$ cat config.mk
export PLATFORM = sky130hd
export DESIGN_NAME = vmon_bank_regs
export DESIGN_NICKNAME = d
export VERILOG_FILES = /design/src/rtl/vmon_pkg.sv /design/src/rtl/vmon_chan_bank.sv /design/src/rtl/vmon_event.sv /design/src/rtl/vmon_bank_regs.sv
export SDC_FILE = /design/constraint.sdc
export NUM_CORES = 1
export LEC_CHECK = 0
export BUFFER_PORTS_ARGS = -buffer_cell sky130_fd_sc_hd__buf_4
export CORE_MARGIN = 1.5
export CORE_UTILIZATION = 40
export DETAILED_ROUTE_END_ITERATION = 12
export SLEW_MARGIN = 20
export SYNTH_ARGS = -nofsm -noshare
export SYNTH_HDL_FRONTEND = slang
export SYNTH_SLANG_ARGS = --single-unit
export TNS_END_PERCENT = 30
$ cat constraint.sdc
create_clock -name clk -period 5.2 [get_ports clk]
set_input_delay 0.26 -clock clk [delete_from_list [all_inputs] [get_ports clk]]
set_output_delay 0.26 -clock clk [all_outputs]
set_load 0.005 [all_outputs]
$ cat src/rtl/vmon_pkg.sv
package vmon_pkg;
    typedef enum logic [0:0] {S_IDLE = 1'b0, S_CHECK = 1'b1} vm_state_e;

    localparam logic [3:0] OFS_EVT_LO = 4'h0;
    localparam logic [3:0] OFS_EVT_HI = 4'h1;
    localparam logic [3:0] OFS_SMI_LO = 4'h2;
    localparam logic [3:0] OFS_SMI_HI = 4'h3;
    localparam logic [3:0] OFS_IRQ_LO = 4'h4;
    localparam logic [3:0] OFS_IRQ_HI = 4'h5;
    localparam logic [3:0] OFS_RATE   = 4'h7;
    localparam logic [3:0] OFS_GCFG   = 4'h8;
    localparam logic [3:0] OFS_BANK   = 4'h9;
    localparam logic [3:0] OFS_CCFG   = 4'hA;
    localparam logic [3:0] OFS_RDG    = 4'hB;
    localparam logic [3:0] OFS_LIMH   = 4'hC;
    localparam logic [3:0] OFS_LIML   = 4'hD;
endpackage

$ cat src/rtl/vmon_chan_bank.sv
module vmon_chan_bank #(
    parameter int NCH = 14,
    parameter int DW  = 8,
    parameter int CHW = 4
) (
    input  logic           clk,
    input  logic           rst_n,
    input  logic [CHW-1:0] sel,
    input  logic           sel_ok,
    input  logic           wr_cfg,
    input  logic           wr_hi,
    input  logic           wr_lo,
    input  logic [DW-1:0]  wdata,
    input  logic           commit,
    input  logic [CHW-1:0] commit_ch,
    input  logic [DW-1:0]  commit_data,
    output logic [NCH-1:0] en_vec,
    output logic           sel_en,
    output logic [DW-1:0]  sel_rdg,
    output logic [DW-1:0]  sel_hi,
    output logic [DW-1:0]  sel_lo,
    output logic           viol
);
    logic [DW-1:0] rdg_q [NCH];
    logic [DW-1:0] hi_q  [NCH];
    logic [DW-1:0] lo_q  [NCH];

    always_ff @(posedge clk or negedge rst_n) begin
        if (!rst_n) begin
            for (int i = 0; i < NCH; i++) begin
                en_vec[i] <= 1'b0;
                rdg_q[i]  <= '0;
                hi_q[i]   <= '1;
                lo_q[i]   <= '0;
            end
        end else begin
            for (int i = 0; i < NCH; i++) begin
                if (sel_ok && sel == CHW'(i)) begin
                    if (wr_cfg) en_vec[i] <= wdata[0];
                    if (wr_hi)  hi_q[i]   <= wdata;
                    if (wr_lo)  lo_q[i]   <= wdata;
                end
                if (commit && commit_ch == CHW'(i)) rdg_q[i] <= commit_data;
            end
        end
    end

    always_comb begin
        sel_en  = sel_ok ? en_vec[sel] : 1'b0;
        sel_rdg = sel_ok ? rdg_q[sel]  : '0;
        sel_hi  = sel_ok ? hi_q[sel]   : '0;
        sel_lo  = sel_ok ? lo_q[sel]   : '0;
        viol    = (commit_data > hi_q[commit_ch]) || (commit_data < lo_q[commit_ch]);
    end

    for (genvar g = 0; g < NCH; g++) begin : g_chk
        // a reading moves only on a commit addressed to its channel
        a_r5_reading_held: assert property (@(posedge clk) disable iff (!rst_n)
            !(commit && commit_ch == CHW'(g)) |=> $stable(rdg_q[g]));
    end
endmodule

$ cat src/rtl/vmon_event.sv
module vmon_event #(
    parameter int NCH = 14
) (
    input  logic           clk,
    input  logic           rst_n,
    input  logic [NCH-1:0] set_vec,
    input  logic [NCH-1:0] clr_vec,
    input  logic [1:0]     smi_we,
    input  logic [1:0]     irq_we,
    input  logic [7:0]     wdata,
    output logic [NCH-1:0] status_q,
    output logic [NCH-1:0] smi_mask_q,
    output logic [NCH-1:0] irq_mask_q,
    output logic           smi_o,
    output logic           irq_o
);
    localparam int HI_W = NCH - 8;

    always_ff @(posedge clk or negedge rst_n) begin
        if (!rst_n) begin
            status_q   <= '0;
            smi_mask_q <= '0;
            irq_mask_q <= '0;
        end else begin
            status_q <= (status_q & ~clr_vec) | set_vec;
            if (smi_we[0]) smi_mask_q[7:0]     <= wdata;
            if (smi_we[1]) smi_mask_q[NCH-1:8] <= wdata[HI_W-1:0];
            if (irq_we[0]) irq_mask_q[7:0]     <= wdata;
            if (irq_we[1]) irq_mask_q[NCH-1:8] <= wdata[HI_W-1:0];
        end
    end

    always_comb begin
        smi_o = |(status_q & smi_mask_q);
        irq_o = |(status_q & irq_mask_q);
    end

    // bits stay set unless cleared by a write of one
    a_r7_sticky: assert property (@(posedge clk) disable iff (!rst_n)
        1'b1 |=> (($past(status_q) & ~$past(clr_vec) & ~status_q) == '0));
    // a bit rises only when the checker flagged that channel
    a_r6_set_source: assert property (@(posedge clk) disable iff (!rst_n)
        1'b1 |=> ((status_q & ~$past(status_q) & ~$past(set_vec)) == '0));
    // an interrupt line needs a pending event
    a_r8_needs_event: assert property (@(posedge clk) disable iff (!rst_n)
        (smi_o || irq_o) |-> (status_q != '0));
endmodule

$ cat src/rtl/vmon_bank_regs.sv
module vmon_bank_regs #(
    parameter int NCH = 14,
    parameter int DW  = 8
) (
    input  logic          clk,
    input  logic          rst_n,
    input  logic [3:0]    reg_addr,
    input  logic          reg_wr,
    input  logic [7:0]    reg_wdata,
    output logic [7:0]    reg_rdata,
    input  logic          smp_valid,
    input  logic [3:0]    smp_chan,
    input  logic [DW-1:0] smp_data,
    output logic          smi_o,
    output logic          irq_o
);
    import vmon_pkg::*;

    localparam int CHW = 4;
    localparam int HI_W = NCH - 8;
    localparam logic [7:0] NCH_B = 8'(NCH);
    localparam logic [CHW:0] NCH_W = (CHW+1)'(NCH);

    vm_state_e state_q, state_d;
    logic [7:0] bank_q, rate_q, gcfg_q;
    logic [CHW-1:0] ch_q;
    logic [DW-1:0] dat_q;

    logic [NCH-1:0] en_vec, set_vec, clr_vec, status_q, smi_mask_q, irq_mask_q;
    logic sel_ok, sel_en, viol, accept, commit;
    logic [DW-1:0] sel_rdg, sel_hi, sel_lo;

    assign sel_ok = bank_q < NCH_B;
    assign accept = smp_valid && ({1'b0, smp_chan} < NCH_W) && en_vec[smp_chan];

    // state register
    always_ff @(posedge clk or negedge rst_n) begin
        if (!rst_n) state_q <= S_IDLE;
        else        state_q <= state_d;
    end

    // next state: T_WAIT, T_ACCEPT, T_CHAIN, T_DONE
    always_comb begin
        state_d = state_q;
        unique case (state_q)
            S_IDLE:  state_d = accept ? S_CHECK : S_IDLE;
            S_CHECK: state_d = accept ? S_CHECK : S_IDLE;
            default: state_d = S_IDLE;
        endcase
    end

    // outputs of the capture stage
    always_comb begin
        commit  = (state_q == S_CHECK);
        set_vec = (commit && viol) ? (NCH'(1) << ch_q) : '0;
    end

    always_ff @(posedge clk or negedge rst_n) begin
        if (!rst_n) begin
            ch_q   <= '0;
            dat_q  <= '0;
            bank_q <= '0;
            rate_q <= '0;
            gcfg_q <= '0;
        end else begin
            if (accept) begin
                ch_q  <= smp_chan;
                dat_q <= smp_data;
            end
            if (reg_wr && reg_addr == OFS_BANK) bank_q <= reg_wdata;
            if (reg_wr && reg_addr == OFS_RATE) rate_q <= reg_wdata;
            if (reg_wr && reg_addr == OFS_GCFG) gcfg_q <= reg_wdata;
        end
    end

    always_comb begin
        clr_vec = '0;
        if (reg_wr && reg_addr == OFS_EVT_LO) clr_vec[7:0]     = reg_wdata;
        if (reg_wr && reg_addr == OFS_EVT_HI) clr_vec[NCH-1:8] = reg_wdata[HI_W-1:0];
    end

    vmon_chan_bank #(.NCH(NCH), .DW(DW), .CHW(CHW)) u_bank (
        .clk(clk), .rst_n(rst_n),
        .sel(bank_q[CHW-1:0]), .sel_ok(sel_ok),
        .wr_cfg(reg_wr && reg_addr == OFS_CCFG),
        .wr_hi(reg_wr && reg_addr == OFS_LIMH),
        .wr_lo(reg_wr && reg_addr == OFS_LIML),
        .wdata(reg_wdata[DW-1:0]),
        .commit(commit), .commit_ch(ch_q), .commit_data(dat_q),
        .en_vec(en_vec), .sel_en(sel_en), .sel_rdg(sel_rdg),
        .sel_hi(sel_hi), .sel_lo(sel_lo), .viol(viol)
    );

    vmon_event #(.NCH(NCH)) u_evt (
        .clk(clk), .rst_n(rst_n),
        .set_vec(set_vec), .clr_vec(clr_vec),
        .smi_we({reg_wr && reg_addr == OFS_SMI_HI, reg_wr && reg_addr == OFS_SMI_LO}),
        .irq_we({reg_wr && reg_addr == OFS_IRQ_HI, reg_wr && reg_addr == OFS_IRQ_LO}),
        .wdata(reg_wdata),
        .status_q(status_q), .smi_mask_q(smi_mask_q), .irq_mask_q(irq_mask_q),
        .smi_o(smi_o), .irq_o(irq_o)
    );

    always_comb begin
        reg_rdata = 8'h00;
        unique case (reg_addr)
            OFS_EVT_LO: reg_rdata = status_q[7:0];
            OFS_EVT_HI: reg_rdata = {{(8-HI_W){1'b0}}, status_q[NCH-1:8]};
            OFS_SMI_LO: reg_rdata = smi_mask_q[7:0];
            OFS_SMI_HI: reg_rdata = {{(8-HI_W){1'b0}}, smi_mask_q[NCH-1:8]};
            OFS_IRQ_LO: reg_rdata = irq_mask_q[7:0];
            OFS_IRQ_HI: reg_rdata = {{(8-HI_W){1'b0}}, irq_mask_q[NCH-1:8]};
            OFS_RATE:   reg_rdata = rate_q;
            OFS_GCFG:   reg_rdata = gcfg_q;
            OFS_BANK:   reg_rdata = bank_q;
            OFS_CCFG:   reg_rdata = {7'b0, sel_en};
            OFS_RDG:    reg_rdata = 8'(sel_rdg);
            OFS_LIMH:   reg_rdata = 8'(sel_hi);
            OFS_LIML:   reg_rdata = 8'(sel_lo);
            default:    reg_rdata = 8'h00;
        endcase
    end

    // a sample for an out-of-range channel never enters the check stage
    a_r4_drop_range: assert property (@(posedge clk) disable iff (!rst_n)
        (state_q == S_IDLE && smp_valid && smp_chan >= 4'(NCH)) |=> (state_q == S_IDLE));
    // windowed offsets read zero while the selector is out of range
    a_r3_window_zero: assert property (@(posedge clk) disable iff (!rst_n)
        (bank_q >= NCH_B && reg_addr >= OFS_CCFG && reg_addr <= OFS_LIML) |-> (reg_rdata == 8'h00));
    // a commit is always preceded by an accepted sample
    a_r10_commit_after_accept: assert property (@(posedge clk) disable iff (!rst_n)
        (state_q == S_CHECK) |-> $past(accept));
endmodule

# Word-level counts from Yosys, hierarchy flattened
# Index checks and enable logic that the tools add are counted.
[totals]
regBits = 429
inputBits = 28
out_inout_bits = 10
wordCells = 240
[classes]
n_lt_le_gt_ge = 8
eq_ne = 38
shifts = 1
mux = 28
bitwise = 7
reduce_logical = 91
[ops]
columns = ["operator", "n"]
rows = [
  ["8-bit binary-select mux with 4-bit select", 5],
  ["8-bit two-way mux", 14],
  ["8-bit case mux with 13 select lines", 1],
  ["2-bit AND reduction", 42],
  ["4-bit equality test (second input constant)", 18],
  ["4-bit by 3-bit equality test with 1-bit output (second input constant)", 11],
  ["1-bit logical AND", 43],
  ["14-bit AND", 3],
  ["14-bit OR reduction", 2],
  ["4-bit by 2-bit equality test with 1-bit output (second input constant)", 6],
  ["14-bit two-way mux", 1],
  ["14-bit NOT", 1],
  ["14-bit OR", 1],
  ["1-bit by 4-bit left shift with 14-bit output (first input constant)", 1],
  ["4-bit by 1-bit equality test with 1-bit output (second input constant)", 3],
  ["4-bit logical NOT", 3],
  ["5-bit >= comparator (second input constant)", 2],
  ["4-bit by 5-bit less-than comparator with 1-bit output (second input constant)", 2],
  ["4-bit NOT with 5-bit output", 2],
  ["1-bit binary-select mux with 4-bit select", 2],
  ["8-bit > comparator", 1],
  ["8-bit by 4-bit less-than comparator with 1-bit output (second input constant)", 1],
  ["8-bit less-than comparator", 1],
  ["6-bit two-way mux", 1],
  ["other kinds (3)", 6],
]

# Depth between registers and ports, before layout
# Gate-level depths: netlist of the first run.
[depth]
word_depth = 9
mapped_depth = 15
depth_no_buf = 11

# Hierarchy
# From an unflattened synthesis of the first run, not the netlist that was laid out.
[hier_totals]
hier_cells = 1688
hier_area_um2 = 22954.5
[by_module_without_submodules]
columns = ["module", "instances", "cells_each", "area_each_um2", "seq_area_each_um2"]
rows = [
  ["vmon_chan_bank", 1, 1293, 18529.0, 8898.5],
  ["vmon_bank_regs", 1, 275, 2732.6, 925.9],
  ["vmon_event", 1, 120, 1692.9, 1051.0],
]

# Worst setup path after synthesis of the first run
# OpenSTA, ideal clock, no wires.
[synth_timing]
path_kind = "register to register"
startpoint = "register ch_q[0]"
endpoint = "register u_evt.status_q[10]"
setup_ps = 121
t_arrival_ps = 3166
required_ps = 5079
setup_slack_ps = 1913
path_stages_with_launch = 15
path_buffers = 3
period_less_slack_ps = 3287
cell_sequence = "dfrtp_1 -> buf_4 -> buf_2 -> mux4_2 -> mux2i_1 -> o21ai_0 -> a221oi_1 -> ha_1 -> a21o_1 -> a21oi_1 -> nand4b_1 -> a21oi_1 -> o31ai_4 -> buf_4 -> a22o_1"
[synth_via]
elab_chain_cells = 9
elab_cells_between_ends = 14
cone_classes = "order compare: 2; shift: 1; mux: 7; bitwise: 2; reduce/logical: 2"
[synth_lines]
columns = ["element", "line", "rtl"]
rows = [
  ["start, declared", "vmon_bank_regs.sv:26", "logic [CHW-1:0] ch_q;"],
  ["start signal, assigned", "vmon_bank_regs.sv:67", "ch_q <= smp_chan;"],
  ["4-bit NOT with 5-bit output (implied by the code)", "vmon_chan_bank.sv:53", "viol = (commit_data > hi_q[commit_ch]) || (commit_data < lo_q[commit_ch]);"],
  ["8-bit binary-select mux with 4-bit select", "vmon_chan_bank.sv:53", ""],
  ["8-bit two-way mux (implied by the code) (2 in series)", "vmon_chan_bank.sv:53", ""],
  ["8-bit > comparator or 8-bit less-than comparator (tied branches)", "vmon_chan_bank.sv:53", ""],
  ["1-bit logical OR", "vmon_chan_bank.sv:53", ""],
  ["1-bit logical AND", "vmon_bank_regs.sv:55", "set_vec = (commit && viol) ? (NCH'(1) << ch_q) : '0;"],
  ["14-bit two-way mux *", "vmon_bank_regs.sv:55", ""],
  ["14-bit OR *", "vmon_event.sv:25", "status_q <= (status_q & ~clr_vec) | set_vec;"],
  ["end signal, assigned", "vmon_event.sv:25", ""],
  ["end, declared", "vmon_event.sv:11", "output logic [NCH-1:0] status_q,"],
]
# Every way passes the cells marked *; elsewhere a longest branch is shown, timed or not. The select of a mux whose other input is x is not followed.
# A chain may end at the register's enable or synchronous reset.

# Worst setup path in the final report of the first run
[layout_timing]
startpoint = "register ch_q[0]"
endpoint = "register u_evt.status_q[12]"
# Same word-level chain as after synthesis.

==> results of run 1 <==
worst max-delay path, delay by kind of cell (launching register included):
kind	cells	cell delay, ns
compound gates	7	1.60
flops	1	0.84
mux	2	0.70
buf+inv	1	0.52
fa+ha+maj	1	0.30
simple gates	1	0.13
sequential cells by signal, indices dropped and copies added (netlist names):
| register | cells |
|---|---|
| bank_q | 8 |
| ch_q | 4 |
| commit | 1 |
| dat_q | 8 |
| gcfg_q | 8 |
| rate_q | 8 |
| u_bank.en_vec | 14 |
| u_bank.hi_q | 112 |
| u_bank.lo_q | 112 |
| u_bank.rdg_q | 112 |
| u_evt.irq_mask_q | 14 |
| u_evt.smi_mask_q | 14 |
| u_evt.status_q | 14 |
routing by layer:
layer	GRT usage	up-vias	routed length, microns
met4	0.0903	0	2370
li1	-	6423	-
met3	0.0444	134	4130
met1	0.327	7987	29500
met5	0	-	0
met2	0.380	524	31900
report_power, final:
group / internal (mW) / switching [mW]
Combinational: 0.830 / 1.17
Clock: 2.02 / 1.40
Sequential: 3.59 / 0.366
Total: 6.44 / 2.93
kinds of logic after synthesis:
kind of cell	synth area share
adders and majority gates	0.00829
DFF	0.480
AOI/OAI and AO/OA	0.0629
muxes	0.342
and+or+nand+nor	0.0787
buffers and inverters	0.0280
how the worst min path moves through the flow:
stage	from	endpoint	slack [ns]
after floorplan	rst_n	bank_q[0]	-0.04
after global placement	rst_n	u_evt.irq_mask_q[8]	0.28
after detailed placement	rst_n	u_evt.irq_mask_q[4]	0.28
after CTS	smp_valid	commit	0.06
after global routing	smp_valid	commit	0.08
final	smp_valid	commit	0.09
synth_stat cells (10+ instances only):
library cell,number
nor2_2,10
o21ai_0,59
ha_1,15
buf_4,14
mux2_2,377
a22oi_1,16
mux2i_1,75
dfrtp_1,317
a22o_1,16
mux4_2,112
buf_1,18
dfstp_2,112
nor2b_1,13
nand3_1,19
nand2_1,185
buf_2,15
a221oi_1,25
nor2_1,57
nor2_4,25
a21oi_1,28
o22ai_1,22
clkbuf_1,64
cell type report:
type / count / area share
Multi-Input combinational cell: 1162 / 0.441
Sequential cell: 429 / 0.432
Clock buffer: 68 / 0.0545
Tap cell: 756 / 0.0375
Timing Repair Buffer: 79 / 0.0266
Clock inverter: 13 / 0.00690
Inverter: 10 / 0.00149
Antenna cell: 2 / 0.000198
==> impl_metrics.csv, run 1 <==
group,metric,value,unit
final_layout,nFillCells,5132,
synth,synthCells,1721,
cts,clockRootBuffer,"clkbuf_16",
worst_setup_path,startpoint,"ch_q[0]",
worst_setup_path,ff2ff_setup_slack,0.95,ns
grt,grt_pass1_wl,102,mm
drt,routedWlPerCell,26.9,microns
cts,clk_latency,0.60,ns
final_layout,nNetsFinal,1772,
final_layout,drive_gt1_frac,0.455,
timing,tightestPinTransition,1.17,ns
cts,post_cts_resized,0,
worst_setup_path,critPathSlowestCell,"dfrtp_4",
timing,hold_slack,0.0855,ns
grt,grt_max_degree,152,
final_layout,multi_input_area,0.0111,sq mm
synth,syn_avg_cell_area,13.2,sq um
grt,grt_pass1_vias,15200,
die,row_count,87,
timing,fin_ws,0.951,ns
drt,drtAntennaViolNets,0,
synth,netlist_area,0.0226,sq mm
die,die_h,241,microns
placed_design,place_hpwl,45.6,mm
timing,maxSlewHeadroom,0.219,
timing,skew,0.0221,ns
die,dieArea,0.0580,sq mm
cts,cts_sinks,429,
synth,synth_top_area_cell,"dfrtp_1",
worst_setup_path,cp-end-kind,"flop",
placed_design,pre_cts_ws,0.972,ns
worst_setup_path,path_cells,"buf_4 > mux4_2 > mux2i_1 > o21ai_0 > a221oi_1 > ha_1 > a21o_1 > a21oi_1 > nand4b_1 > a21oi_1 > o31ai_4 > a32o_1",
placed_design,dp.cells,2423,
worst_setup_path,cp_common_cell,"a21oi_1",
timing,clock.fmax,235,MHz
die,initial_core_util,0.403,
drt,dr.pass1.iters,5,
worst_setup_path,slowest_delay,0.84,ns
grt,grtUsageTotal,0.239,
die,core,0.0562,sq mm
synth,synth_top_area_frac,0.350,
placed_design,dpl_cell_area,0.0235,sq mm
final_layout,regArea,0.0109,sq mm
cts,clk_pin_slew,0.07,ns
worst_setup_path,critPathCapture,"u_evt.status_q[12]",
cts,cts_setup_buffers,0,
synth,synth_seq_area_share,0.480,
worst_setup_path,start_kind,"flop",
cts,cts_hold_buf,13,
drt,viasPerCell,5.98,
synth,synth_ff_type,"dfrtp_1",
final_layout,final_common_cell,"mux2_2",
pwr,ir_drop,236,uV
timing,fin_tns_setup,0,ns
final_layout,area_delta_synth_final,11.4,%
cts,h-tree-depth,2,
pwr,total_power,9.37,mW
min_path,hp-class,"primary input to flop",
placed_design,routabilityCongestion,0.887,
worst_setup_path,cp_data_arrival_time,4.72,ns
min_path,whs_path_depth,3,
synth,ys_ff_latch,429,
cts,cts_tree,"done",
outcome,outcome,"completed",
worst_setup_path,rr_endpoint,"u_evt.status_q[12]",
cts,cts_buffers,47,
final_layout,final_util,0.449,
job,cap_violations,0,
drt,drt_iter0_drc,1377,
placed_design,io_buffers,37,
die,dieWidth,241,microns
timing,min_period_over_period,0.817,
pwr,power_density,372,mW/mm^2
timing,hold_viol,0,
synth,synth.area.top_cells,"dfrtp_1 (35%), mux2_2 (19%), dfstp_2 (13%), mux4_2 (11%), mux2i_1 (3.3%)",
synth,synth_cell_type_count,66,
final_layout,postLayoutCellArea,0.0252,sq mm
worst_setup_path,crit_fanout,34,
synth,synthArstFlopShare,1.00,
timing,rsz0062_at_grt,"false",
grt,grt_overflow,0,
cts,cts_max_path_buffers,3,
worst_setup_path,crit_type,"flop to flop",
synth,synthesis.nets,1764,
drt,vias,15100,
die,ios,38,
worst_setup_path,r2r_start,"ch_q[0]",
drt,wl,67.9,mm
timing,setup_viol,0,
synth,ys_warn_count,0,
timing,maxSlewViolCount,0,
worst_setup_path,critPathRequiredTime,5.67,ns
final_layout,final_cell_mix,"mux2_2 (377), dfrtp_1 (312), nand2_1 (185)",
drt,drc,0,
pwr,p_leak,10.8,nW
grt,antenna_found_initial,2,
timing,period_needed,4.25,ns
final_layout,fin_cells,2519,
worst_setup_path,r2r_cells,12,
synth,synth_edf_count,0,
Power figures use the tool's default switching activity.
==> run 2, diff against run 1 <==
clock period = 3.8 ns   (was 5.2 ns; I/O delays follow)
==> run 2 against run 1 <==
Effect of this change: flip-flop and latch count is the same; cell count rose by 1.5%; via count up 1.6%; worst setup slack got worse by 0.75 ns; final area is 1.6% higher; total power up 39%; clock power is 35% higher; worst hold slack gained 0.038 ns; die area is the same; count of clock-buffer cells in the layout grew 4; critical path depth down 3.
==> impl_metrics.csv, run 2 (synthesized netlist as in run 1, its figures left out) <==
group,metric,value,unit
cts,post_cts_resized,0,
final_layout,postLayoutCellArea,0.0256,sq mm
placed_design,dp.cells,2452,
timing,clock.fmax,278,MHz
placed_design,dpl_cell_area,0.0239,sq mm
drt,drc,0,
die,ios,38,
timing,maxSlewHeadroom,0.287,
drt,drtAntennaViolNets,0,
drt,routedWlPerCell,27.3,microns
worst_setup_path,crit_family,"compound AO/OA/AOI/OAI gates",
cts,cts_buffers,47,
final_layout,area_delta_synth_final,13.2,%
worst_setup_path,cp_num_cells,9,
worst_setup_path,cp-end-kind,"output port",
drt,wl,69.8,mm
worst_setup_path,r2r_start,"ch_q[0]",
worst_setup_path,crit_fanout,39,
die,initial_core_util,0.403,
timing,rsz0062_at_grt,"false",
pwr,ir_drop,307,uV
pwr,p_leak,11.0,nW
worst_setup_path,start_kind,"flop",
cts,cts_tree,"done",
cts,clk_pin_slew,0.06,ns
final_layout,nNetsFinal,1805,
grt,grt_pass1_vias,15800,
timing,hold_viol,0,
worst_setup_path,critPathRequiredTime,3.61,ns
grt,grt_overflow,0,
final_layout,final_common_cell,"mux2_2",
grt,grtUsageTotal,0.247,
die,row_count,87,
final_layout,fin_cells,2556,
cts,cts_max_path_buffers,3,
min_path,hp-class,"primary input to flop",
grt,grt_pass1_wl,106,mm
cts,h-tree-depth,2,
timing,tightestPinTransition,1.07,ns
final_layout,nFillCells,5120,
placed_design,place_hpwl,47.9,mm
final_layout,regArea,0.0109,sq mm
worst_setup_path,r2r_cells,12,
die,dieWidth,241,microns
grt,antenna_found_initial,3,
cts,clk_latency,0.60,ns
worst_setup_path,crit_type,"flop to output port",
timing,skew,0.0280,ns
worst_setup_path,slowest_delay,0.68,ns
drt,vias,15300,
pwr,power_density,508,mW/mm^2
worst_setup_path,critPathCapture,"reg_rdata[4]",
timing,maxSlewViolCount,0,
final_layout,multi_input_area,0.0111,sq mm
die,die_h,241,microns
job,cap_violations,0,
final_layout,reg.largest.list,"u_bank.hi_q x112, u_bank.lo_q x112, u_bank.rdg_q x112",
placed_design,io_buffers,37,
worst_setup_path,ff2ff_setup_slack,0.22,ns
timing,period_needed,3.60,ns
timing,setup_viol,0,
worst_setup_path,cp_data_arrival_time,3.41,ns
drt,dr.pass1.iters,6,
cts,clockRootBuffer,"clkbuf_16",
die,core,0.0562,sq mm
final_layout,diodes,0,
timing,min_period_over_period,0.946,
drt,viasPerCell,5.99,
worst_setup_path,startpoint,"bank_q[3]",
die,dieArea,0.0580,sq mm
outcome,outcome,"completed",
grt,grt_max_degree,136,
placed_design,routabilityCongestion,0.907,
timing,fin_tns_setup,0,ns
final_layout,final_cell_mix,"mux2_2 (377), dfrtp_1 (312), nand2_1 (185)",
drt,drt_iter0_drc,1440,
worst_setup_path,critPathSlowestCell,"dfrtp_2",
worst_setup_path,path_cells,"buf_12 > mux2i_1 > o22ai_1 > nor2_1 > o22ai_1 > a211oi_1 > o311ai_0 > buf_4 > buf_4",
cts,cts_sinks,429,
worst_setup_path,cp_num_buf_inv,3,
final_layout,drive_gt1_frac,0.465,
worst_setup_path,rr_endpoint,"u_evt.status_q[12]",
final_layout,final_util,0.456,
-- run 2: changes by cell type in the layout (fill, tap and decap cells not counted), sizes merged --
| cell | delta |
|---|---|
| buf | +32 |
| bufinv | -2 |
| clkbuf | +4 |
| clkinv | +4 |
| diode | -2 |
| dlygate4sd3 | +1 |
-- run 2: worst min-delay path by stage --
stage | from | endpoint | slack [ns] | cells past startpoint
after floorplan | rst_n | bank_q[0] | -0.11 | 0
after global placement | rst_n | u_evt.irq_mask_q[0] | 0.20 | 1
after detailed placement | rst_n | u_evt.irq_mask_q[0] | 0.22 | 1
after CTS | reg_wdata[6] | u_evt.status_q[6] | 0.1 | 3
after global routing | reg_wdata[1] | bank_q[1] | 0.14 | 3
final | reg_wdata[3] | u_evt.status_q[11] | 0.12 | 3
-- run 2: power by group --
part	switching [mW]	internal (mW)
clock	1.92	2.72
sequential	0.466	4.91
combinational	1.70	1.31
total	4.09	8.94
-- run 2: layer usage --
metal / part of all wire / track usage / vias up
met4: 0.033 / 0.0888 / 4
met5: 0.00050 / 0 / -
met1: 0.43 / 0.337 / 8089
li1: - / - / 6506
met3: 0.065 / 0.0448 / 131
met2: 0.47 / 0.395 / 579
-- run 2: final cells by class --
| class | count | area share |
|---|---|---|
| Multi-Input combinational cell | 1162 | 0.434 |
| Inverter | 10 | 0.00147 |
| Timing Repair Buffer | 112 | 0.0408 |
| Clock buffer | 72 | 0.0555 |
| Tap cell | 756 | 0.0369 |
| Sequential cell | 429 | 0.425 |
| Clock inverter | 15 | 0.00581 |
-- run 2: worst register-to-register path: cells and delay by family (launching register included) --
family	cells	cell delay, ns
AO/OA/AOI/OAI	6	1.28
adder cells (fa/ha/maj)	1	0.29
buffers and inverters	2	0.46
flip-flops	1	0.62
multiplexers	2	0.68
AND/OR/NAND/NOR	1	0.14
-- run 2: through the flow --
stage / setup WS, ns / hold WS [ns] / total power [mW]
finish: 0.205 / 0.123 / 13.0
detailed placement: 0.229 / 0.216 / 8.40
floorplan: 0.513 / -0.106 / 7.18
global placement: 0.313 / 0.205 / 8.35
CTS: 0.0934 / 0.0965 / 13.1
global route: 0.0204 / 0.137 / 13.5
-- run 2: timing repair --
| action | CTS | global route |
|---|---|---|
| gates cloned | 0 | 0 |
| endpoints found under the setup margin | 4 | 1 |
| endpoints found under the hold margin | 80 | 0 |
| setup buffers | 1 | 2 |
| hold buffers | 14 | 0 |
| pin swaps | 0 | 0 |
==> run 3, diff against run 2 <==
clock period = 3 ns   (was 3.8 ns; I/O delays follow)
==> run 3 against run 2 <==
Effect of this change: the flow now finishes with violations (setup timing); count of clock-buffer cells in the layout decreased by 2; worst hold slack got worse by 0.038 ns; flip-flop and latch count unchanged; register-to-register slack got worse by 0.56 ns; total power increased by 35%; first-iteration DRC count decreased by 9.7%.
==> impl_metrics.csv, run 3 (synthesized netlist as in run 1, its figures left out) <==
group,metric,value,unit
placed_design,io_buffers,37,
die,core,0.0562,sq mm
die,ios,38,
outcome,violations,"setup timing",
pwr,power_density,653,mW/mm^2
drt,drt_iter0_drc,1301,
final_layout,area_delta_synth_final,19.4,%
final_layout,drive_gt1_frac,0.526,
pwr,p_leak,11.7,nW
outcome,outcome,"finished with violations",
timing,min_period_over_period,1.11,
timing,skew,0.00970,ns
placed_design,place_hpwl,49.4,mm
drt,routedWlPerCell,26.7,microns
grt,grtUsageTotal,0.251,
timing,hold_viol,0,
worst_setup_path,cp-end-kind,"flop",
worst_setup_path,crit_family,"compound AO/OA/AOI/OAI gates",
pwr,power.share.clock,0.339,
timing,clock.fmax,299,MHz
drt,drc,0,
worst_setup_path,cp_common_cell,"buf_6",
drt,drtAntennaViolNets,0,
job,cap_violations,0,
pwr,p_int,12.2,mW
final_layout,final_common_cell,"mux2_2",
worst_setup_path,start_kind,"flop",
worst_setup_path,critPathRequiredTime,3.48,ns
die,initial_core_util,0.403,
worst_setup_path,cp_num_buf_inv,3,
pwr,ir_drop,424,uV
placed_design,routabilityCongestion,0.895,
placed_design,pre_cts_ws,-0.357,ns
pwr,p_switching,5.49,mW
worst_setup_path,crit_fanout,7,
final_layout,reg.largest.list,"u_bank.hi_q x112, u_bank.lo_q x112, u_bank.rdg_q x112",
final_layout,nFillCells,4974,
timing,period_needed,3.34,ns
die,die_h,241,microns
timing,fin_ws,-0.343,ns
die,dieWidth,241,microns
die,dieArea,0.0580,sq mm
cts,clk_latency,0.59,ns
drt,dr.pass1.iters,5,
worst_setup_path,crit_type,"flop to flop",
cts,cts_tree,"done",
final_layout,nNetsFinal,1912,
pwr,seqPwrFrac,0.380,
pwr,p_comb_frac,0.281,
timing,rsz0062_at_grt,"true",
cts,cts_max_path_buffers,3,
drt,wl,71.2,mm
drt,viasPerCell,5.90,
die,row_count,87,
worst_setup_path,critPathSlowestCell,"dfrtp_4",
worst_setup_path,slowest_delay,0.53,ns
cts,clk_pin_slew,0.06,ns
min_path,hp-class,"primary input to flop",
timing,maxSlewHeadroom,0.450,
pwr,p_sw_frac,0.311,
grt,grt_overflow,0,
pwr,total_power,17.6,mW
timing,tightestPinTransition,0.822,ns
timing,maxSlewViolCount,0,
grt,grt_max_degree,83,
cts,clockRootBuffer,"clkbuf_16",
cts,cts_sinks,429,
grt,antenna_found_initial,4,
timing,setup_viol,22,
final_layout,final_cell_mix,"mux2_2 (377), dfrtp_1 (312), nand2_1 (183)",
cts,h-tree-depth,2,
cts,cts_buffers,47,
drt,vias,15700,
worst_setup_path,path_cells,"buf_6 > mux4_2 > mux2i_4 > o21ai_2 > a221oi_2 > ha_1 > nor2b_1 > o21bai_1 > nand4b_1 > a21oi_2 > o31ai_4 > buf_6 > buf_12 > a32o_1",
grt,grt_pass1_wl,107,mm
worst_setup_path,ff2ff_setup_slack,-0.34,ns
final_layout,final_util,0.481,
grt,grt_pass1_vias,16000,
worst_setup_path,cp_data_arrival_time,3.82,ns
-- run 3: cell count changes in the layout (fill, tap and decap cells not counted), sizes merged --
cell      previous run  this run
buf                 98       203
clkinv              10         8
clkbuf              72        71
bufbuf               0         1
inv                 11        10
diode                0         3
bufinv               2         3
clkinvlp             2         3
-- run 3: final timing paths --
check | startpoint | endpoint | cells past startpoint
setup / recovery | ch_q[0] | u_evt.status_q[12] | 14
hold / removal | reg_wdata[3] | u_evt.status_q[3] | 3
setup reg to reg | ch_q[0] | u_evt.status_q[12] | 14
hold reg to reg | u_bank.rdg_q[97] | u_bank.rdg_q[97] | 2
max in group asynchronous | rst_n | u_bank.hi_q[32] | 3
min in group asynchronous | rst_n | u_evt.irq_mask_q[10] | 2
-- run 3: cell type report --
cell class | count | area [sq um] | share of cell area
multi-input cells | 1162 | 11500 | 0.425
flip-flops and latches | 429 | 10900 | 0.403
repair buffers | 219 | 2090 | 0.0772
well taps | 756 | 946 | 0.0350
diodes | 3 | 7.51 | 0.000278
inverters | 10 | 37.5 | 0.00139
clock buffers | 70 | 1430 | 0.0528
clock inverters | 14 | 156 | 0.00579
-- run 3: per-stage QoR --
| step | instances | setup TNS [ns] | instance area, sq um | hold slack (ns) |
|---|---|---|---|---|
| after floorplan | 1721 | 0 | 22700 | -0.146 |
| after global placement | 2547 | -3.70 | 24700 | 0.238 |
| after detailed placement | 2547 | -4.23 | 24700 | 0.237 |
| after CTS | 2653 | -4.23 | 26800 | 0.0577 |
| after global routing | 2660 | -7.36 | 27000 | 0.103 |
| final | 2663 | -4.91 | 27000 | 0.0856 |
-- run 3: layer usage --
metal	track usage	vias up	part of all wire
li1	-	6727	-
met1	0.347	8315	0.43
met2	0.396	518	0.47
met3	0.0420	141	0.060
met4	0.0938	2	0.035
met5	0	-	0.00018
-- run 3: power groups by stage --
stage                     clock, mW  combinational, mW  sequential, mW
after floorplan                   0               2.65            6.53
after global placement            0               4.25            6.80
after detailed placement          0               4.32            6.80
after CTS                      6.10               4.61            6.69
after global routing           6.30               5.23            6.75
final                          5.97               4.96            6.71
-- run 3: timing repair --
| item | CTS | global route |
|---|---|---|
| cloned | 1 | 1 |
| endpoints found under the setup margin | 22 | 22 |
| endpoints found under the hold margin | 71 | 0 |
| buffers inserted | 7 | 6 |
| gates resized for setup | 76 | 41 |
| hold buffers | 14 | 0 |
| pin swaps | 16 | 8 |
-- run 3: worst register-to-register path: cells and delay by family, from the launching register on --
kind	cells	cell delay (ns)
AOI/OAI and AO/OA	6	0.98
adders and majority gates	1	0.27
buffers and inverters	3	0.44
DFF	1	0.53
muxes	2	0.71
and+or+nand+nor	2	0.28
